<file path="src/rtl/pwm_trip_pkg.sv">
package pwm_trip_pkg;
  localparam int unsigned FLAG_WORD_W = 16;
  localparam int unsigned NUM_FLAGS   = 3;
  // bit positions shared by the flag word and the clear word
  localparam int unsigned INT_POS = 0;
  localparam int unsigned CBC_POS = 1;
  localparam int unsigned OST_POS = 2;
  // sticky trip flags held by the flag bank
  localparam int unsigned NUM_STICKY = 2;
  localparam int unsigned STK_CBC = 0;
  localparam int unsigned STK_OST = 1;
endpackage

</file>
<file path="src/rtl/trip_cbc_hold.sv">
module trip_cbc_hold (
  input  logic clk,
  input  logic rst_n,
  input  logic trip_cbc_i,
  input  logic cnt_zero_i,
  output logic cbc_active_o
);
  logic cond_q;

  always_ff @(posedge clk) begin
    if (!rst_n) cond_q <= 1'b0;
    else        cond_q <= trip_cbc_i | (cond_q & ~cnt_zero_i);
  end

  assign cbc_active_o = trip_cbc_i | cond_q;

  AST_CBC_HOLD: assert property (@(posedge clk) disable iff (!rst_n)
    (cond_q && !cnt_zero_i) |=> cond_q);
  AST_CBC_RELEASE: assert property (@(posedge clk) disable iff (!rst_n)
    (cnt_zero_i && !trip_cbc_i) |=> !cond_q);
endmodule

</file>
<file path="src/rtl/trip_flag_bank.sv">
module trip_flag_bank #(
  parameter int unsigned N = 2
) (
  input  logic         clk,
  input  logic         rst_n,
  input  logic [N-1:0] set_i,
  input  logic [N-1:0] clr_i,
  output logic [N-1:0] flag_o
);
  logic [N-1:0] flag_q;

  for (genvar g = 0; g < N; g++) begin : g_flag
    always_ff @(posedge clk) begin
      if (!rst_n) flag_q[g] <= 1'b0;
      else        flag_q[g] <= (flag_q[g] & ~clr_i[g]) | set_i[g];
    end

    AST_FLAG_SET_WINS: assert property (@(posedge clk) disable iff (!rst_n)
      set_i[g] |=> flag_q[g]);
    AST_FLAG_STICKY: assert property (@(posedge clk) disable iff (!rst_n)
      (flag_q[g] && !clr_i[g]) |=> flag_q[g]);
  end

  assign flag_o = flag_q;
endmodule

</file>
<file path="src/rtl/trip_irq_gate.sv">
module trip_irq_gate (
  input  logic clk,
  input  logic rst_n,
  input  logic pending_i,
  input  logic clr_int_i,
  output logic int_flag_o,
  output logic irq_o
);
  logic int_q, int_d1_q, irq_q;

  always_ff @(posedge clk) begin
    if (!rst_n) begin
      int_q    <= 1'b0;
      int_d1_q <= 1'b0;
      irq_q    <= 1'b0;
    end else begin
      // a set flag only honours a clear; a clear flag only looks at pending work
      int_q    <= int_q ? ~clr_int_i : pending_i;
      int_d1_q <= int_q;
      irq_q    <= int_q & ~int_d1_q;
    end
  end

  assign int_flag_o = int_q;
  assign irq_o      = irq_q;

  AST_IRQ_SINGLE: assert property (@(posedge clk) disable iff (!rst_n)
    irq_q |=> !irq_q);
  AST_IRQ_AFTER_RISE: assert property (@(posedge clk) disable iff (!rst_n)
    $rose(int_q) |=> irq_q);
  AST_NO_REPULSE: assert property (@(posedge clk) disable iff (!rst_n)
    (int_q && $past(int_q)) |=> !irq_q);
endmodule

</file>
<file path="src/rtl/pwm_trip_latch.sv">
module pwm_trip_latch
  import pwm_trip_pkg::*;
(
  input  logic                   clk,
  input  logic                   rst_n,
  input  logic                   trip_ost_i,
  input  logic                   trip_cbc_i,
  input  logic                   cnt_zero_i,
  input  logic                   clr_wr_i,
  input  logic [FLAG_WORD_W-1:0] clr_data_i,
  output logic [FLAG_WORD_W-1:0] flag_word_o,
  output logic                   trip_irq_o
);
  logic                  cbc_active;
  logic [NUM_FLAGS-1:0]  clr_vec;
  logic [NUM_STICKY-1:0] stk_set, stk_clr, stk_flag;
  logic                  int_flag, pending;
  logic                  unused_clr_hi;

  assign clr_vec       = clr_wr_i ? clr_data_i[NUM_FLAGS-1:0] : '0;
  assign unused_clr_hi = ^clr_data_i[FLAG_WORD_W-1:NUM_FLAGS];

  trip_cbc_hold u_hold (
    .clk          (clk),
    .rst_n        (rst_n),
    .trip_cbc_i   (trip_cbc_i),
    .cnt_zero_i   (cnt_zero_i),
    .cbc_active_o (cbc_active)
  );

  always_comb begin
    stk_set          = '0;
    stk_clr          = '0;
    stk_set[STK_CBC] = cbc_active;
    stk_set[STK_OST] = trip_ost_i;
    stk_clr[STK_CBC] = clr_vec[CBC_POS];
    stk_clr[STK_OST] = clr_vec[OST_POS];
  end

  trip_flag_bank #(.N(NUM_STICKY)) u_bank (
    .clk    (clk),
    .rst_n  (rst_n),
    .set_i  (stk_set),
    .clr_i  (stk_clr),
    .flag_o (stk_flag)
  );

  assign pending = (|stk_flag) | (|stk_set);

  trip_irq_gate u_irq (
    .clk        (clk),
    .rst_n      (rst_n),
    .pending_i  (pending),
    .clr_int_i  (clr_vec[INT_POS]),
    .int_flag_o (int_flag),
    .irq_o      (trip_irq_o)
  );

  always_comb begin
    flag_word_o          = '0;
    flag_word_o[INT_POS] = int_flag;
    flag_word_o[CBC_POS] = stk_flag[STK_CBC];
    flag_word_o[OST_POS] = stk_flag[STK_OST];
  end

  AST_CBC_REFLAG: assert property (@(posedge clk) disable iff (!rst_n)
    cbc_active |=> flag_word_o[CBC_POS]);
  AST_INT_REARM: assert property (@(posedge clk) disable iff (!rst_n)
    (flag_word_o[INT_POS] && clr_vec[INT_POS] &&
     ((flag_word_o[OST_POS] && !clr_vec[OST_POS]) ||
      (flag_word_o[CBC_POS] && !clr_vec[CBC_POS]))) |=> ##1 flag_word_o[INT_POS]);
  AST_QUIET_AFTER_RESET: assert property (@(posedge clk)
    !rst_n |=> (flag_word_o == '0 && !trip_irq_o));
endmodule

</file>
<file path="config.mk">
export PLATFORM = sky130hd
export DESIGN_NAME = pwm_trip_latch
export DESIGN_NICKNAME = d
export VERILOG_FILES = /design/src/rtl/pwm_trip_pkg.sv /design/src/rtl/trip_cbc_hold.sv /design/src/rtl/trip_flag_bank.sv /design/src/rtl/trip_irq_gate.sv /design/src/rtl/pwm_trip_latch.sv
export SDC_FILE = /design/constraint.sdc
export NUM_CORES = 1
export LEC_CHECK = 0
export ABC_AREA = 1
export BUFFER_PORTS_ARGS = -buffer_cell sky130_fd_sc_hd__buf_2
export CAP_MARGIN = 0
export CORE_AREA = 2 2 39 41
export CTS_CLUSTER_DIAMETER = 40
export DETAILED_ROUTE_END_ITERATION = 6
export DIE_AREA = 0 0 41 43
export PLACE_DENSITY_LB_ADDON = 0.15
export SETUP_SLACK_MARGIN = 0.5
export SLEW_MARGIN = 20
export SYNTH_ARGS = -nofsm -noshare
export SYNTH_HDL_FRONTEND = slang
export SYNTH_HIERARCHICAL = 1
export SYNTH_SLANG_ARGS = --single-unit
</file>
<file path="constraint.sdc">
create_clock -name clk -period 1.6 [get_ports clk]
set_input_delay 0.24 -clock clk [delete_from_list [all_inputs] [get_ports clk]]
set_output_delay 0.24 -clock clk [all_outputs]
set_load 0.01 [all_outputs]
</file>
=== Word level (Yosys, flattened, before mapping) ===
Cells that the tools add are included.
Widths: inputs -> output; s select.

* Flip-flop bits (word level): 6
* Latch bits: 0
* Memory bits (writable): 0
* ROM bits: 0
* Bits of input ports: 22
* Output and inout bits: 17
* Logic and storage cells: 24
* Memories kept: 0

* Add/subtract/negate cells: 0
* Multiply operators: 0
* Div/mod/pow operators: 0
* Order comparisons: 0
* Equal/unequal tests: 0
* Shift-type cells: 0
* Multiplexer cells: 2
* Bitwise logic cells: 14
* Reductions and logical operators: 2

{| class="wikitable"
|+ Operators by type and width
! cell !! number
|-
| $not 1->1 || 5
|-
| $or 1x1->1 || 5
|-
| $and 1x1->1 || 4
|-
| $reduce_or 2->1 || 2
|-
| $mux 3 || 1
|-
| $mux 1 || 1
|}

=== Depth between registers and ports, before layout ===
Gate-level depths: netlist of run 1.

* Depth in word-level cells: 4
* Depth in mapped cells: 6

=== Cells and area by module ===
Netlist of run 1, hierarchy kept.

{| class="wikitable"
|+ Modules (own cells, without submodules)
! module !! times used !! cells an instance !! area an instance (sq um) !! sequential area each (sq um)
|-
| pwm_trip_latch || 1 || 24 || 142.6 || 0.0
|-
| trip_irq_gate || 1 || 10 || 87.6 || 60.1
|-
| trip_flag_bank || 1 || 11 || 76.3 || 40.0
|-
| trip_cbc_hold || 1 || 7 || 42.5 || 20.0
|}

=== Least setup slack after synthesis of run 1 ===
No wires, ideal clock.

* Path type: reg-to-reg
* Start: register u_hold.cond_q
* End: register u_irq.int_q, in the netlist u_irq/int_flag_o
* Setup time: 113 ps
* Arrival: 733 ps
* Data required time: 1487 ps
* Slack: 754 ps
* Stages on the path, launching flop included: 7
* Clock period less this slack: 846 ps
* Path through: dfxtp_1 > nor2_1 > inv_1 > nor2_1 > nand2_1 > o21ai_1 > nor2_1

* Longest elaborated chain between the ends: 4

{| class="wikitable"
|+ Ends and longest elaborated chain
! item !! RTL line !! text
|-
| from (decl) || trip_cbc_hold.sv:8 || <nowiki>logic cond_q;</nowiki>
|-
| from (signal assigned) || trip_cbc_hold.sv:12 || <nowiki>else cond_q <= trip_cbc_i | (cond_q & ~cnt_zero_i);</nowiki>
|-
| $or 1x1->1 || trip_cbc_hold.sv:15 || <nowiki>assign cbc_active_o = trip_cbc_i | cond_q;</nowiki>
|-
| via cbc_active || pwm_trip_latch.sv:14 || <nowiki>logic cbc_active;</nowiki>
|-
| $reduce_or 2->1 || pwm_trip_latch.sv:48 || <nowiki>assign pending = (|stk_flag) | (|stk_set);</nowiki>
|-
| $or 1x1->1 || pwm_trip_latch.sv:48 ||
|-
| via pending || pwm_trip_latch.sv:17 || <nowiki>logic int_flag, pending;</nowiki>
|-
| $mux 1 || trip_irq_gate.sv:18 || <nowiki>int_q <= int_q ? ~clr_int_i : pending_i;</nowiki>
|-
| to (signal assigned) || trip_irq_gate.sv:18 ||
|-
| to (decl) || trip_irq_gate.sv:9 || <nowiki>logic int_q, int_d1_q, irq_q;</nowiki>
|}

The timed path passes the listed nets, and every way through them passes these cells.
A chain may end at the register's enable or synchronous reset.

=== Worst setup path after layout of run 1 ===
* Start: register u_irq.int_q, in the netlist u_irq/int_flag_o
* End: output port flag_word_o[0]

{| class="wikitable"
|+ RTL lines
! item !! RTL line !! text
|-
| to (decl) || pwm_trip_latch.sv:11 || <nowiki>output logic [FLAG_WORD_W-1:0] flag_word_o,</nowiki>
|}

No word-level cell between the ends.

==> results.ini, run 1 <==
[floorplan]
io_pins=39
dieArea_um2=1763
start_util=0.2523
dieWidth_um=41
rows=14
die_h_um=43
core_area_um2=1384

[worst_setup_path]
crit_slowest_cell=dfxtp_1
setup.worst_path.class=register to output port
critPathMaxFanout=4
crit_family=flip-flops
startpoint_type=register
max_stage_delay_ps=360
cp_data_required_time_ps=1360
crit_buf_inv=1
path_cells=buf_2
crit_arrival_ps=740
worst_setup_path_end_kind=output port

[cells_and_area]
drive_gt1_frac=0.2308
seq_area_um2=120.1
multiInputGateArea_um2=123.9
antenna-diode-count=0
fin_nets=89
fin_cells=81
syn_to_final_growth_pct=12.19
fill_cells=172

[cts]
clkTransAtPathRegs_ps=40
cts_setup_buffers=0
clkLatencyLatePin_ps=240
clock_tree.buffer_depth=2
htree_levels=1
cts_hold_buffers=0
cts_tree=built
cts_root_buf=clkbuf_4
numCtsBuffers=3
ctsResizeCount=0
numClockSinks=6

[timing]
setup_violations=0
setup_tns_ps=0
period_minus_slack_ps=983.6
max_freq_ghz=1.017
hold_violations=0
fin_crit_sh=0.6147
drv_slew=0
fin_skew_ps=1.778
timing.hold.ws_ps=243.2
rsz0062_at_grt=false

[detailed_routing]
final_antenna_net_count=0
drtIter0Drc=3
routed_wl_um=498
detail_route.wl_per_cell_um=6.148
viasPerCell=3.148
drc=0
vias=255
drt_pass1_iterations=3

[pwr]
p_seq_frac=0.464
power.leakage_nw=0.2665
p_int_mw=0.2659
vdd_drop_max_v=0.0002932
power_density_nw_per_um2=915.3
clkPwrFrac=0.377
switching_power_mw=0.09251
combinationalPowerShare=0.159
swShare=0.2581

[min_path]
hold_path_class=input pin to register

[synthesis]
synthCells=52
synth_compound_area_frac=0.04301
yosys.area_share.xor_xnor=0
ys_warn_count=6
synth_seq_cells=6
synth_fa_ha_area_frac=0
synth_area_um2=349.1
synth_top_family_by_area=buffers and inverters
synth_mux_area_frac=0
synth.avg_cell_area_um2=6.713
seq_area_frac_synth=0.3441
synth_cell_types=8
synthSimpleGateAreaFrac=0.1720

[global_routing]
grt_use_total=0.06024
antenna_found_initial=0
grt_max_degree=5
grt_pass1_wl_um=662
grt_pass1_vias=186
grt-ovfl-total=0

[placement]
gp_congestion=0.6596
place_inst=78
io_buffers=12

[run_status]
status=finished, final reports clean

[job]
max-cap-violations=0

## worst paths after layout
check | end | startpoint | depth (start not counted) | slack [ps]
setup / recovery | flag_word_o[0] | u_irq/int_flag_o | 1 | 620
hold / removal | u_hold/cond_q | cnt_zero_i | 4 | 240
setup reg to reg | u_irq/int_flag_o | u_hold/cond_q | 6 | 700
hold reg to reg | u_irq/irq_o | u_irq/int_d1_q | 1 | 390
## power groups by stage
stage | clock network, mW | registers [mW] | logic, mW
2_1_floorplan | 0 | 0.171 | 0.0593
3_3_place_gp | 0 | 0.169 | 0.0572
3_5_place_dp | 0 | 0.169 | 0.0572
4_1_cts | 0.145 | 0.166 | 0.0574
5_1_grt | 0.153 | 0.167 | 0.0681
6_report | 0.135 | 0.166 | 0.0572
## logic make-up (layout without fill, tap and decap cells)
group / after synthesis / count (layout)
AND/OR/NAND/NOR: 16 / 16
flip-flops: 6 / 6
AO/OA/AOI/OAI: 3 / 3
buffers and inverters: 26 / 27
other: 1 / 13
## cell type report
cell class	instances	area share
repair buffers	12	0.1534
flip-flops and latches	6	0.3067
inverters	12	0.1150
clock buffers	3	0.05751
well taps	16	0.05112
multi-input cells	32	0.3163
## registers in the layout (all words and copies together), names as in the netlist
name              count
u_irq/int_d1_q        1
u_irq/irq_o           1
u_hold/cond_q         1
u_irq/int_flag_o      1
u_bank/flag_o         2
## synthesized netlist by cell type
| library cell | instances | area, um^2 |
|---|---|---|
| nor2_1 | 6 | 22.52 |
| a21oi_1 | 2 | 10.01 |
| o21ai_1 | 1 | 5.000 |
| conb_1 | 1 | 3.750 |
| nand2_1 | 10 | 37.54 |
| buf_4 | 14 | 105.1 |
| dfxtp_1 | 6 | 120.1 |
| inv_1 | 12 | 45.04 |
## stage by stage
| step | setup WS [ps] | cell area [um^2] | util | power (mW) |
|---|---|---|---|---|
| floorplan | 754.0 | 394.1 | - | 0.2305 |
| global placement | 637.2 | 369.1 | 0.2667 | 0.2264 |
| detailed placement | 642.1 | 369.1 | 0.2667 | 0.2264 |
| CTS | 594.9 | 391.6 | 0.2830 | 0.3686 |
| global route | 552.0 | 391.6 | 0.2830 | 0.3885 |
| finish | 616.4 | 391.6 | 0.2830 | 0.3585 |
## cells in the final DEF, fill, tap and decap left out
master and n:
nand2_1 10, buf_2 12, inv_1 12, a21oi_1 2, dfxtp_1 6, o21ai_1 1
nor2_1 6, clkbuf_4 3, conb_1 13
## tightest hold or removal path: stages
cell	delay, ps
buf_2	70
nand2_1	40
nand2_1	50
nor2_1	30
## routing by layer
layer  track usage  wire, um
met4       0.06000         0
met3       0.03141        67
met1       0.08039       241
met2       0.06250       189
met5             0         0
(Power assumes the default switching activity.)
==> inputs of run 2 (changes only) <==
==> constraint.sdc (replaced) <==
create_clock -name clk -period 0.9 [get_ports clk]
set_input_delay 0.135 -clock clk [delete_from_list [all_inputs] [get_ports clk]]
set_output_delay 0.135 -clock clk [all_outputs]
set_load 0.01 [all_outputs]
==> run 2 against run 1 <==
Effect of this change:
- routed wire length rose by 11%
- global-route usage rose by 0.62 points
- total power rose by 92%
- clock skew fell by 0.65 ps
- design area rose by 18%
- non-clock buffer count rose by 2
- critical path depth rose by 5
- flip-flop and latch count did not move
- count of clock-buffer cells in the layout did not move
- critical path type is now register to register
- critical endpoint is now u_irq/int_flag_o
- largest cell class unchanged
==> results.ini, run 2 (same netlist as run 1, synthesis figures left out) <==
[run_status]
status=finished, final reports clean

[cells_and_area]
syn_to_final_growth_pct=32.26
layout_commonest_cell=conb_1
fill_cells=157
drive_gt1_frac=0.4328
final_cell_mix=conb_1 (13), inv_1 (11), nand2_1 (8), buf_2 (8)
fin_nets=91
largest_register_ffs=2
final_core_util=0.3336
final_area_um2=461.7
antenna-diode-count=0

[floorplan]
io_pins=39
core_area_um2=1384
die_h_um=43
start_util=0.2523
dieArea_um2=1763
dieWidth_um=41
rows=14

[worst_setup_path]
setup.worst_path.class=register to register
startpoint_type=register
worst_setup_path_end_kind=register
crit_arrival_ps=980
r2r_start=u_hold/cond_q
cp-startpoint=u_hold/cond_q
cp_data_required_time_ps=1030
critPathMaxFanout=2

[global_routing]
grt_use_total=0.06647
grt_pass1_vias=186
grt-ovfl-total=0
grt_pass1_wl_um=717
antenna_found_initial=0
grt_max_degree=5

[timing]
setup_violations=0
fin_skew_ps=1.130
drv_slew=0
max_freq_ghz=1.178
hold_violations=0
fin_crit_sh=0.9435
final.setup.worst_slack_ps=50.81
rsz0062_at_grt=true
period_minus_slack_ps=849.2

[placement]
gp_congestion=0.6759
place_area_um2=372.9
dp.final_hpwl_um=425.4
pre_cts_ws_ps=17.18
io_buffers=12

[detailed_routing]
drtIter0Drc=1
wl_met2_um=225
highest_layer=met4
drc=0
met1Wirelength_um=243
route.met3.wl_um=75
vias=285
final_antenna_net_count=0
viasPerCell=3.434
drt_pass1_iterations=2
routed_wl_um=551
detail_route.wl_per_cell_um=6.639

[pwr]
combinationalPowerShare=0.203
p_seq_frac=0.442
power.leakage_nw=0.2860
clkPwrFrac=0.354
p_int_mw=0.5042
power.total_mw=0.6873
switching_power_mw=0.1831
vdd_drop_max_v=0.0005823
power_density_nw_per_um2=1489
swShare=0.2664

[cts]
numClockSinks=6
cts_hold_buffers=0
clkTransAtPathRegs_ps=40
cts_root_buf=clkbuf_4
htree_levels=1
numCtsBuffers=3
clkLatencyLatePin_ps=240
clock_tree.buffer_depth=2
cts_tree=built

[min_path]
hold_path_class=input pin to register
min-delay-start=cnt_zero_i

[job]
max-cap-violations=0

-- run 2: cell count changes in the layout (fill, tap and decap cells not counted), moves of 2 or more --
cell     change
nand2_1      -2
nand2_2      +2
buf_2        -4
buf_6        +4
a21oi_2      +2
a21oi_1      -2
dfxtp_1      -5
dfxtp_2      +5
buf_4        +2
-- run 2: critical path, cell delays in order, from the launching register on --
cell	delay, ps
dfxtp_2	320
nor2_4	80
inv_2	40
nor2_1	80
nand2_1	70
o21ai_2	110
nor2_1	50
-- run 2: power by group through the flow --
stage / Combinational [mW] / Sequential (mW) / Clock [mW]
5_1_grt: 0.160 / 0.306 / 0.269
2_1_floorplan: 0.105 / 0.306 / 0
3_5_place_dp: 0.102 / 0.303 / 0
4_1_cts: 0.117 / 0.300 / 0.260
6_report: 0.140 / 0.304 / 0.244
3_3_place_gp: 0.102 / 0.303 / 0
-- run 2: timing repair --
item / in CTS / in global routing
cloned: 0 / 0
buffers inserted: 1 / 1
setup endpoints to repair: 10 / 10
pin swaps: 0 / 0
resized for setup: 3 / 11
-- run 2: through the flow --
stage	std cells	hold WS [ps]	TNS (ps)
final	83	123.2	0
after global routing	83	148.0	-28.09
after CTS	82	119.1	0
after detailed placement	78	373.5	0
after global placement	78	365.6	0
after floorplan	64	251.0	0
-- run 2: layout make-up --
cell class                      count  area, um^2  area share
Sequential cell                     6       126.4      0.2737
Clock buffer                        3       22.52     0.04878
Tap cell                           16       20.02     0.04336
Multi-Input combinational cell     32       147.6      0.3198
Inverter                           12       45.04     0.09756
Timing Repair Buffer               14       100.1      0.2168
-- run 2: final timing paths --
| check | end | slack (ps) | depth (start not counted) |
|---|---|---|---|
| worst min register to register | u_irq/irq_o | 370 | 1 |
| worst max register to register | u_irq/int_flag_o | 50 | 6 |
| worst min-delay path | u_hold/cond_q | 120 | 4 |
| worst max-delay path | u_irq/int_flag_o | 50 | 6 |
-- run 2: per-layer routing --
metal / global-route usage / vias up
li1: - / 151
met5: 0 / -
met3: 0.03141 / 2
met4: 0.08000 / 0
met2: 0.05938 / 20
met1: 0.09416 / 112
